<file path="config.mk">
export PLATFORM = sky130hd
export DESIGN_NAME = sysid_regbank
export DESIGN_NICKNAME = d
export VERILOG_FILES = /design/src/rtl/sysid_pkg.sv /design/src/rtl/sysid_rst_sync.sv /design/src/rtl/sysid_strap_latch.sv /design/src/rtl/sysid_refresh_ctr.sv /design/src/rtl/sysid_regbank.sv
export SDC_FILE = /design/constraint.sdc
export NUM_CORES = 1
export LEC_CHECK = 0
export ABC_AREA = 0
export BUFFER_PORTS_ARGS = -buffer_cell sky130_fd_sc_hd__buf_2
export CORE_MARGIN = 5
export CORE_UTILIZATION = 50
export DETAILED_ROUTE_END_ITERATION = 16
export GPL_TIMING_DRIVEN = 0
export PLACE_DENSITY = 0.78
export RECOVER_POWER = 100
export SETUP_SLACK_MARGIN = 0.2
export SLEW_MARGIN = 20
export SYNTH_ARGS = -nofsm -noshare
export SYNTH_HDL_FRONTEND = slang
export SYNTH_SLANG_ARGS = --single-unit
</file>
<file path="constraint.sdc">
create_clock -name clk -period 2.85 [get_ports clk]
set_input_delay 0.4275 -clock clk [delete_from_list [all_inputs] [get_ports clk]]
set_output_delay 0.4275 -clock clk [all_outputs]
set_load 0.02 [all_outputs]
</file>
<file path="src/rtl/sysid_pkg.sv">
package sysid_pkg;
  localparam int DATA_W    = 32;
  localparam int CABLE_W   = 2;
  localparam int REGION_W  = 2;
  localparam int CABLE_LSB = 6;
  localparam int AV_SHIFT  = 8;

  localparam logic [DATA_W-1:0] K_SBUS_REV  = 32'h0000_000B;
  localparam logic [DATA_W-1:0] K_XBUS_ID   = 32'h0000_0012;
  localparam logic [DATA_W-1:0] K_DEVICE_ID = 32'h17FD_11DB;
  localparam logic [DATA_W-1:0] K_CHIP_REV  = 32'h0000_0011;
  localparam logic [DATA_W-1:0] K_FIFO_REM  = 32'h0000_0008;
  localparam logic [DATA_W-1:0] K_CACHE_ST  = 32'h0000_0080;

  typedef enum int {
    OFS_SBUS_REV = 0, OFS_XBUS_ID = 1, OFS_DEVICE_ID = 2, OFS_CHIP_REV = 3,
    OFS_SYSMODE  = 4, OFS_FIFO_REM = 5, OFS_SYNC_CTL = 6, OFS_AV_CTL = 7,
    OFS_REFRESH  = 8, OFS_CACHE_ST = 9
  } reg_ofs_e;

  function automatic logic [DATA_W-1:0] region_word(input logic [REGION_W-1:0] code);
    case (code)
      2'd1:    return 32'h0000_0800;
      2'd2:    return 32'h0000_6000;
      default: return 32'h0000_2000;
    endcase
  endfunction
endpackage

</file>
<file path="src/rtl/sysid_rst_sync.sv">
module sysid_rst_sync #(
  parameter int STAGES = 2
) (
  input  logic clk,
  input  logic rst_n,
  output logic rst_n_s
);
  logic [STAGES-1:0] chain_q;
  logic [STAGES-1:0] chain_d;

  always_comb chain_d = {chain_q[STAGES-2:0], 1'b1};

  always_ff @(posedge clk or negedge rst_n) begin
    if (!rst_n) chain_q <= '0;
    else        chain_q <= chain_d;
  end

  assign rst_n_s = chain_q[STAGES-1];
endmodule

</file>
<file path="src/rtl/sysid_strap_latch.sv">
module sysid_strap_latch #(
  parameter int W = 4
) (
  input  logic         clk,
  input  logic         rst_n_s,
  input  logic [W-1:0] strap_in,
  output logic [W-1:0] strap_q
);
  logic         cap_en;
  logic [W-1:0] strap_d;

  always_comb begin
    cap_en  = ~rst_n_s;
    strap_d = cap_en ? strap_in : strap_q;
  end

  always_ff @(posedge clk) strap_q <= strap_d;

  // once out of reset for a full cycle, the captured straps never move
  p_strap_frozen_r4: assert property (@(posedge clk) disable iff (!rst_n_s)
    $past(rst_n_s) |-> $stable(strap_q));
endmodule

</file>
<file path="src/rtl/sysid_refresh_ctr.sv">
module sysid_refresh_ctr #(
  parameter int          W    = 16,
  parameter logic [W-1:0] STEP = 16'h0020
) (
  input  logic         clk,
  input  logic         rst_n_s,
  input  logic         adv,
  output logic [W-1:0] cnt_q
);
  logic [W-1:0] cnt_d;

  always_comb cnt_d = adv ? cnt_q + STEP : cnt_q;

  always_ff @(posedge clk or negedge rst_n_s) begin
    if (!rst_n_s) cnt_q <= '0;
    else          cnt_q <= cnt_d;
  end

  p_adv_step_r8: assert property (@(posedge clk) disable iff (!rst_n_s)
    adv |=> cnt_q == $past(cnt_q) + STEP);
  p_hold_idle_r8: assert property (@(posedge clk) disable iff (!rst_n_s)
    !adv |=> $stable(cnt_q));
endmodule

</file>
<file path="src/rtl/sysid_regbank.sv">
module sysid_regbank
  import sysid_pkg::*;
#(
  parameter int ADDR_W   = 4,
  parameter int RFC_W    = 16,
  parameter int RFC_STEP = 32'h20
) (
  input  logic              clk,
  input  logic              rst_n,
  input  logic [1:0]        strap_region,
  input  logic [1:0]        strap_cable,
  input  logic              bus_sel,
  input  logic              bus_we,
  input  logic [ADDR_W-1:0] bus_addr,
  input  logic [31:0]       bus_wdata,
  output logic [31:0]       bus_rdata,
  output logic              bus_rvalid
);
  localparam int STRAP_W = REGION_W + CABLE_W;
  localparam logic [DATA_W-1:0] CABLE_MASK = DATA_W'(((1 << CABLE_W) - 1) << CABLE_LSB);

  logic                rst_n_s;
  logic [STRAP_W-1:0]  strap_q;
  logic [REGION_W-1:0] region_q;
  logic [CABLE_W-1:0]  cable_q;
  logic [RFC_W-1:0]    rfc_q;
  logic                rd_req, wr_req, rfc_adv, sync_wr;
  logic [DATA_W-1:0]   sync_q, sync_d;
  logic [DATA_W-1:0]   rd_mux, rdata_d;
  logic                rvalid_d;

  sysid_rst_sync #(.STAGES(2)) u_rst (.clk(clk), .rst_n(rst_n), .rst_n_s(rst_n_s));

  sysid_strap_latch #(.W(STRAP_W)) u_strap (
    .clk(clk), .rst_n_s(rst_n_s),
    .strap_in({strap_region, strap_cable}), .strap_q(strap_q));

  assign region_q = strap_q[STRAP_W-1:CABLE_W];
  assign cable_q  = strap_q[CABLE_W-1:0];

  sysid_refresh_ctr #(.W(RFC_W), .STEP(RFC_W'(RFC_STEP))) u_rfc (
    .clk(clk), .rst_n_s(rst_n_s), .adv(rfc_adv), .cnt_q(rfc_q));

  always_comb begin
    rd_req  = bus_sel & ~bus_we;
    wr_req  = bus_sel & bus_we;
    rfc_adv = rd_req & (bus_addr == ADDR_W'(OFS_REFRESH));
    sync_wr = wr_req & (bus_addr == ADDR_W'(OFS_SYNC_CTL));
    sync_d  = sync_wr ? (bus_wdata & ~CABLE_MASK) : sync_q;
  end

  always_comb begin
    rd_mux = '0;
    case (int'(bus_addr))
      OFS_SBUS_REV:  rd_mux = K_SBUS_REV;
      OFS_XBUS_ID:   rd_mux = K_XBUS_ID;
      OFS_DEVICE_ID: rd_mux = K_DEVICE_ID;
      OFS_CHIP_REV:  rd_mux = K_CHIP_REV;
      OFS_SYSMODE:   rd_mux = region_word(region_q);
      OFS_FIFO_REM:  rd_mux = K_FIFO_REM;
      OFS_SYNC_CTL:  rd_mux = sync_q | (DATA_W'(cable_q) << CABLE_LSB);
      OFS_AV_CTL:    rd_mux = (DATA_W'(cable_q) << AV_SHIFT) | 32'h1;
      OFS_REFRESH:   rd_mux = DATA_W'(rfc_q);
      OFS_CACHE_ST:  rd_mux = K_CACHE_ST;
      default:       rd_mux = '0;
    endcase
    rdata_d  = rd_req ? rd_mux : '0;
    rvalid_d = rd_req;
  end

  always_ff @(posedge clk or negedge rst_n_s) begin
    if (!rst_n_s) begin
      sync_q     <= '0;
      bus_rdata  <= '0;
      bus_rvalid <= 1'b0;
    end else begin
      sync_q     <= sync_d;
      bus_rdata  <= rdata_d;
      bus_rvalid <= rvalid_d;
    end
  end

  p_id_const_r1: assert property (@(posedge clk) disable iff (!rst_n_s)
    rd_req && bus_addr == ADDR_W'(OFS_DEVICE_ID) |=> bus_rdata == K_DEVICE_ID);
  p_cable_field_r6: assert property (@(posedge clk) disable iff (!rst_n_s)
    rd_req && bus_addr == ADDR_W'(OFS_SYNC_CTL) |=> bus_rdata[CABLE_LSB +: CABLE_W] == cable_q);
  p_rvalid_follows_r10: assert property (@(posedge clk) disable iff (!rst_n_s)
    rd_req |=> bus_rvalid);
  p_no_spurious_r10: assert property (@(posedge clk) disable iff (!rst_n_s)
    !rd_req |=> !bus_rvalid && bus_rdata == '0);
endmodule

</file>
# Yosys cells after proc, flatten, opt, wreduce, memory -nomap -nowiden
# Cells that the tools add are included.
[op_classes]
n_eq_ne = 11
addsub = 1
reduce_logical = 1
mux = 3
bitwise = 6
[op_table]
columns = ["cell", "count"]
rows = [
  ["32-bit case mux with 10 select lines", 1],
  ["32-bit two-way mux", 1],
  ["32-bit by 8-bit bitwise OR with 32-bit output", 1],
  ["15-bit case mux with 2 select lines", 1],
  ["16-bit by 6-bit adder with 16-bit output, second input constant", 1],
  ["4-bit by 3-bit equality test with 1-bit output, second input constant", 4],
  ["4-bit by 2-bit equality test with 1-bit output, second input constant", 2],
  ["4-bit equality test, second input constant", 2],
  ["1-bit AND", 4],
  ["4-bit by 1-bit equality test with 1-bit output, second input constant", 1],
  ["4-bit logical NOT", 1],
  ["2-bit by 1-bit equality test with 1-bit output, second input constant", 1],
  ["2-bit equality test, second input constant", 1],
  ["1-bit NOT", 1],
]
[word_totals]
elab_cells = 28
ff_bits = 85
output_inout_bits = 33
input_bits = 44

# Logic depth before layout (Yosys ltp)
[logic_depth]
word_depth = 4
mapped_depth = 5
depth_no_buf = 4

# Modules after synthesis
# From an unflattened synthesis, not the netlist that was laid out.
[hier_totals]
hier_cells = 257
area_unflattened_um2 = 3427.0
[by_module_without_submodules]
columns = ["mod", "area_each_um2", "cells_per_inst", "seq_area_each_um2", "instances"]
rows = [
  ["sysid_regbank", 2706.3, 204, 1576.5, 1],
  ["sysid_refresh_ctr", 543.0, 45, 275.3, 1],
  ["sysid_strap_latch", 123.9, 5, 120.1, 1],
  ["sysid_rst_sync", 53.8, 3, 50.0, 1],
]

# Worst setup path after synthesis
# OpenSTA, ideal clock, no wires.
[synth_path]
path_kind = "register to register"
start = "register u_rst.chain_q[1]"
end = "register u_strap.strap_q[0] (enable)"
required_time_ns = 2.475
arrival_time_ns = 2.230
period_less_slack_ns = 2.605
n_path_buf = 0
setup_slack_ns = 0.245
setup_time_ns = 0.375
path_stages_with_launch = 2
path_cell_list = "dfrtp_1 -> inv_1"
[synth_lines]
columns = ["element", "line_no", "text"]
rows = [
  ["from (decl)", "sysid_rst_sync.sv:8", "logic [STAGES-1:0] chain_q;"],
  ["from (signal assigned)", "sysid_rst_sync.sv:15", "else chain_q <= chain_d;"],
  ["to (signal assigned)", "sysid_strap_latch.sv:17", "always_ff @(posedge clk) strap_q <= strap_d;"],
  ["to (decl)", "sysid_strap_latch.sv:7", "output logic [W-1:0] strap_q"],
]
# No word-level cell between the ends.

# Worst setup path in the final report
[layout_path]
start = "input bus_addr[1]"
end = "register sync_q[13]"
[layout_between]
elab_chain_len = 2
[layout_rtl]
columns = ["element", "line_no", "text"]
rows = [
  ["from (decl)", "sysid_regbank.sv:14", "input logic [ADDR_W-1:0] bus_addr,"],
  ["4-bit by 3-bit equality test with 1-bit output", "sysid_regbank.sv:48", "sync_wr = wr_req & (bus_addr == ADDR_W'(OFS_SYNC_CTL));"],
  ["1-bit AND", "sysid_regbank.sv:48", ""],
  ["to (signal assigned)", "sysid_regbank.sv:77", "sync_q <= sync_d;"],
  ["to (decl)", "sysid_regbank.sv:28", "logic [DATA_W-1:0] sync_q, sync_d;"],
]
# Every way passes these cells.
# A chain may end at the register's enable or synchronous reset.

==> results.json <==
{
  "worst_ep_required_time_ns": 3.07,
  "netlist_area_um2": 3140,
  "timing_worst_slew_pin_value_ns": 1.39,
  "timing.hold.worst.class": "input port to flop",
  "worst_path_largest_cell_delay_ns": 0.81,
  "first_pass_grt_wire_length_um": 10100,
  "post_dp_cell_area_um2": 3630,
  "cellLeakagePower_nw": 1.79,
  "synthesis.area_per_instance_um2": 13.0,
  "synth_ff_type": "sky130_fd_sc_hd__dfrtp_1",
  "cts_inserted_buffers": 9,
  "detailed_place_hpwl_um": 4400,
  "synth_fp_nets": 287,
  "fmax_ghz": 0.477,
  "globalplace.congestion": 0.850,
  "clock-skew-final_ns": 0.0111,
  "h_tree_level_count": 3,
  "commonest_cells_after_routing_fill_and_taps_aside": "sky130_fd_sc_hd__dfrtp_1 (76), sky130_fd_sc_hd__clkbuf_1 (45), sky130_fd_sc_hd__buf_2 (40), sky130_fd_sc_hd__mux2_1 (30), sky130_fd_sc_hd__nor2_1 (27)",
  "drt_first_iter_violations": 84,
  "grt-busiest-layer": "met2",
  "postLayoutCellArea_um2": 3780,
  "gr-usage-met3_pct": 3.13,
  "ys_async_sr_fraction_pct": 95.0,
  "die_width_um": 89.3,
  "post-route-util_pct": 62.8,
  "clock_tree_from_tritoncts": "built",
  "critical_path.startpoint_type": "input port",
  "cp.depth": 6,
  "ctsLongestPathBuffers": 2,
  "number_of_setup_violations_in_the_final_report": 0,
  "grt_usage_pct": 17.0,
  "finalWorstPathRequiredPeriod_ns": 2.10,
  "synth_cells": 242,
  "critPathKind": "input port to flop",
  "antenna_left": 0,
  "vdd.ir_drop.worst_v": 0.000361,
  "layout_commonest_cell": "sky130_fd_sc_hd__dfrtp_1",
  "power_mw": 2.42,
  "crit_arrival_ns": 2.32,
  "die_y_extent_um": 89.3,
  "ioPinCount": 77,
  "number_of_clock_sinks_seen_by_cts": 80,
  "post_drt_wl_per_cell_um": 15.1,
  "timing.final.max_slew_violations": 0,
  "route.detailed.vias_per_inst": 5.25,
  "grt_start_max_net_pins": 41,
  "ys_types": 34,
  "clk_pin_slew_ns": 0.08,
  "critical_path_peak_fanout": 10,
  "total_grt_overflow": 0,
  "antenna-diode-count": 0,
  "start_util_pct": 52.2,
  "ys_seq_elements": 80,
  "num-fill-cells": 518,
  "synth.yosys.warnings": 0,
  "worst-path-buf-inv": 3,
  "post_route_cells_drive_above_1_share_pct": 18.6,
  "status": "completed",
  "drt_pre_antenna_iters": 4,
  "design.final.nets": 373,
  "core_um2": 6030,
  "cp_cell_sequence": "clkbuf_1 -> inv_1 -> nor4b_2 -> and3_1 -> buf_6 -> mux2_1",
  "via_count_of_the_first_global_routing_pass": 2103,
  "power-per-cell-area_nw_per_um2": 639,
  "worst_hold_path.num_cells": 1,
  "seq_area_frac_synth_pct": 64.3,
  "maxSlewHeadroom_pct": 7.45,
  "cap_viol_max_count": 0,
  "drc": 0,
  "dr_total_vias": 2144,
  "design.die.area_um2": 7970,
  "finalHoldViolations": 0,
  "critical_path.endpoint_type": "flop",
  "antenna_found_initial": 0,
  "placement_rows": 28,
  "crit_slowest_cell": "sky130_fd_sc_hd__nor4b_2",
  "synth_edf_count": 4,
  "post_cts_buffers": 0,
  "synthToLayoutAreaGrowth_pct": 20.3,
  "reg2reg_depth": 2,
  "top_cell_family_by_delay_on_the_critical_path": "simple AND/OR/NAND/NOR gates",
  "drt-total-wl_um": 6150,
  "clk_root_buffer_cell": "sky130_fd_sc_hd__clkbuf_8",
  "met2_usage_pct": 27.2,
  "fin_hold_ws_ns": 0.253,
  "global_route.usage.met1_pct": 22.7,
  "clk_latency_ns": 0.35,
  "setup_repair_after_global_routing_missed_its_margin": "false",
  "count_of_port_buffers_added_during_placement": 73,
  "post_cts_resize_count": 0,
  "final_min_period_over_clock_period_pct": 73.5
}
-- area by class of cell --
type                            instances  area, um^2  area share, %
Clock inverter                          6        91.3           2.41
Tap cell                               75        93.8           2.48
Buffer                                 14        77.6           2.05
Clock buffer                           10         128           3.37
Timing Repair Buffer                   75         352           9.30
Inverter                                3        11.3          0.298
Multi-Input combinational cell        145        1010           26.6
Sequential cell                        80        2020           53.5
-- per-layer routing --
layer  wire, um  vias up
met2       3040       55
li1           -     1021
met3        411        9
met5          0        -
met1       2610     1059
met4         82        0
-- state kept, by name, summed over array words and instances, names as in the netlist --
register and flops:
u_rst.chain_q 2, sync_q 30, u_rfc.cnt_q 11, u_strap.strap_q 4, bus_rdata 32, bus_rvalid 1
-- worst reg2reg max path, delay by kind of cell, from the launching register on --
family | cells | cell delay (ns)
buffers and inverters | 2 | 0.49
DFF | 1 | 1.27
-- per-stage QoR --
step / setup TNS [ns] / worst slack (ns) / cells
after detailed placement: 0 / 0.684 / 391
final: 0 / 0.755 / 408
after global placement: -15.85 / -0.500 / 390
after CTS: 0 / 1.07 / 408
after floorplan: 0 / 0.245 / 242
after global routing: 0 / 0.496 / 408
-- cell families after synthesis --
kind of cell	Yosys count	synth area share (%)
mux	31	11.1
other cells	1	0.119
fa+ha+maj	1	0.398
flops	80	64.3
simple gates	71	12.1
xor+xnor	10	2.79
buf+inv	17	2.87
compound gates	31	6.25
-- report_power, final --
part / internal, mW / total [mW] / leakage [nW] / switching (mW)
clock network: 0.499 / 0.907 / 0.107 / 0.409
logic: 0.100 / 0.196 / 0.626 / 0.0958
registers: 1.25 / 1.31 / 1.06 / 0.0666
-- Yosys cell counts (4+ instances only) --
cell	count	share of area, %
sky130_fd_sc_hd__dfrtp_1	76	61
sky130_fd_sc_hd__mux2_1	30	11
sky130_fd_sc_hd__nor2_1	27	3.2
sky130_fd_sc_hd__a21oi_1	15	2.4
sky130_fd_sc_hd__nand2_1	11	1.3
sky130_fd_sc_hd__and3_1	8	1.6
sky130_fd_sc_hd__clkbuf_1	8	0.96
sky130_fd_sc_hd__xnor2_1	6	1.7
sky130_fd_sc_hd__a22oi_1	4	0.96
sky130_fd_sc_hd__edfxtp_1	4	3.8
sky130_fd_sc_hd__nand3_1	4	0.64
sky130_fd_sc_hd__nand4_1	4	0.80
sky130_fd_sc_hd__o21ai_0	4	0.64
sky130_fd_sc_hd__xor2_1	4	1.1
-- worst paths after layout --
kind	from	endpoint	slack, ns
setup / recovery	bus_addr[1]	sync_q[13]$_DFFE_PN0P_	0.75
hold / removal	strap_region[0]	u_strap.strap_q[2]$_DFFE_PN_	0.25
setup reg to reg	u_rst.chain_q[1]$_DFF_PN0_	u_strap.strap_q[1]$_DFFE_PN_	0.83
hold reg to reg	u_rst.chain_q[0]$_DFF_PN0_	u_rst.chain_q[1]$_DFF_PN0_	0.37
max in group asynchronous	u_rst.chain_q[1]$_DFF_PN0_	bus_rdata[11]$_DFF_PN0_	1.41
min in group asynchronous	rst_n	u_rst.chain_q[0]$_DFF_PN0_	0.39
-- timing repair --
item / in CTS / in global routing
hold buffers: 1 / 0
setup endpoints to repair: 0 / 0
hold endpoints to repair: 2 / 0
Power figures use the tool's default switching activity.
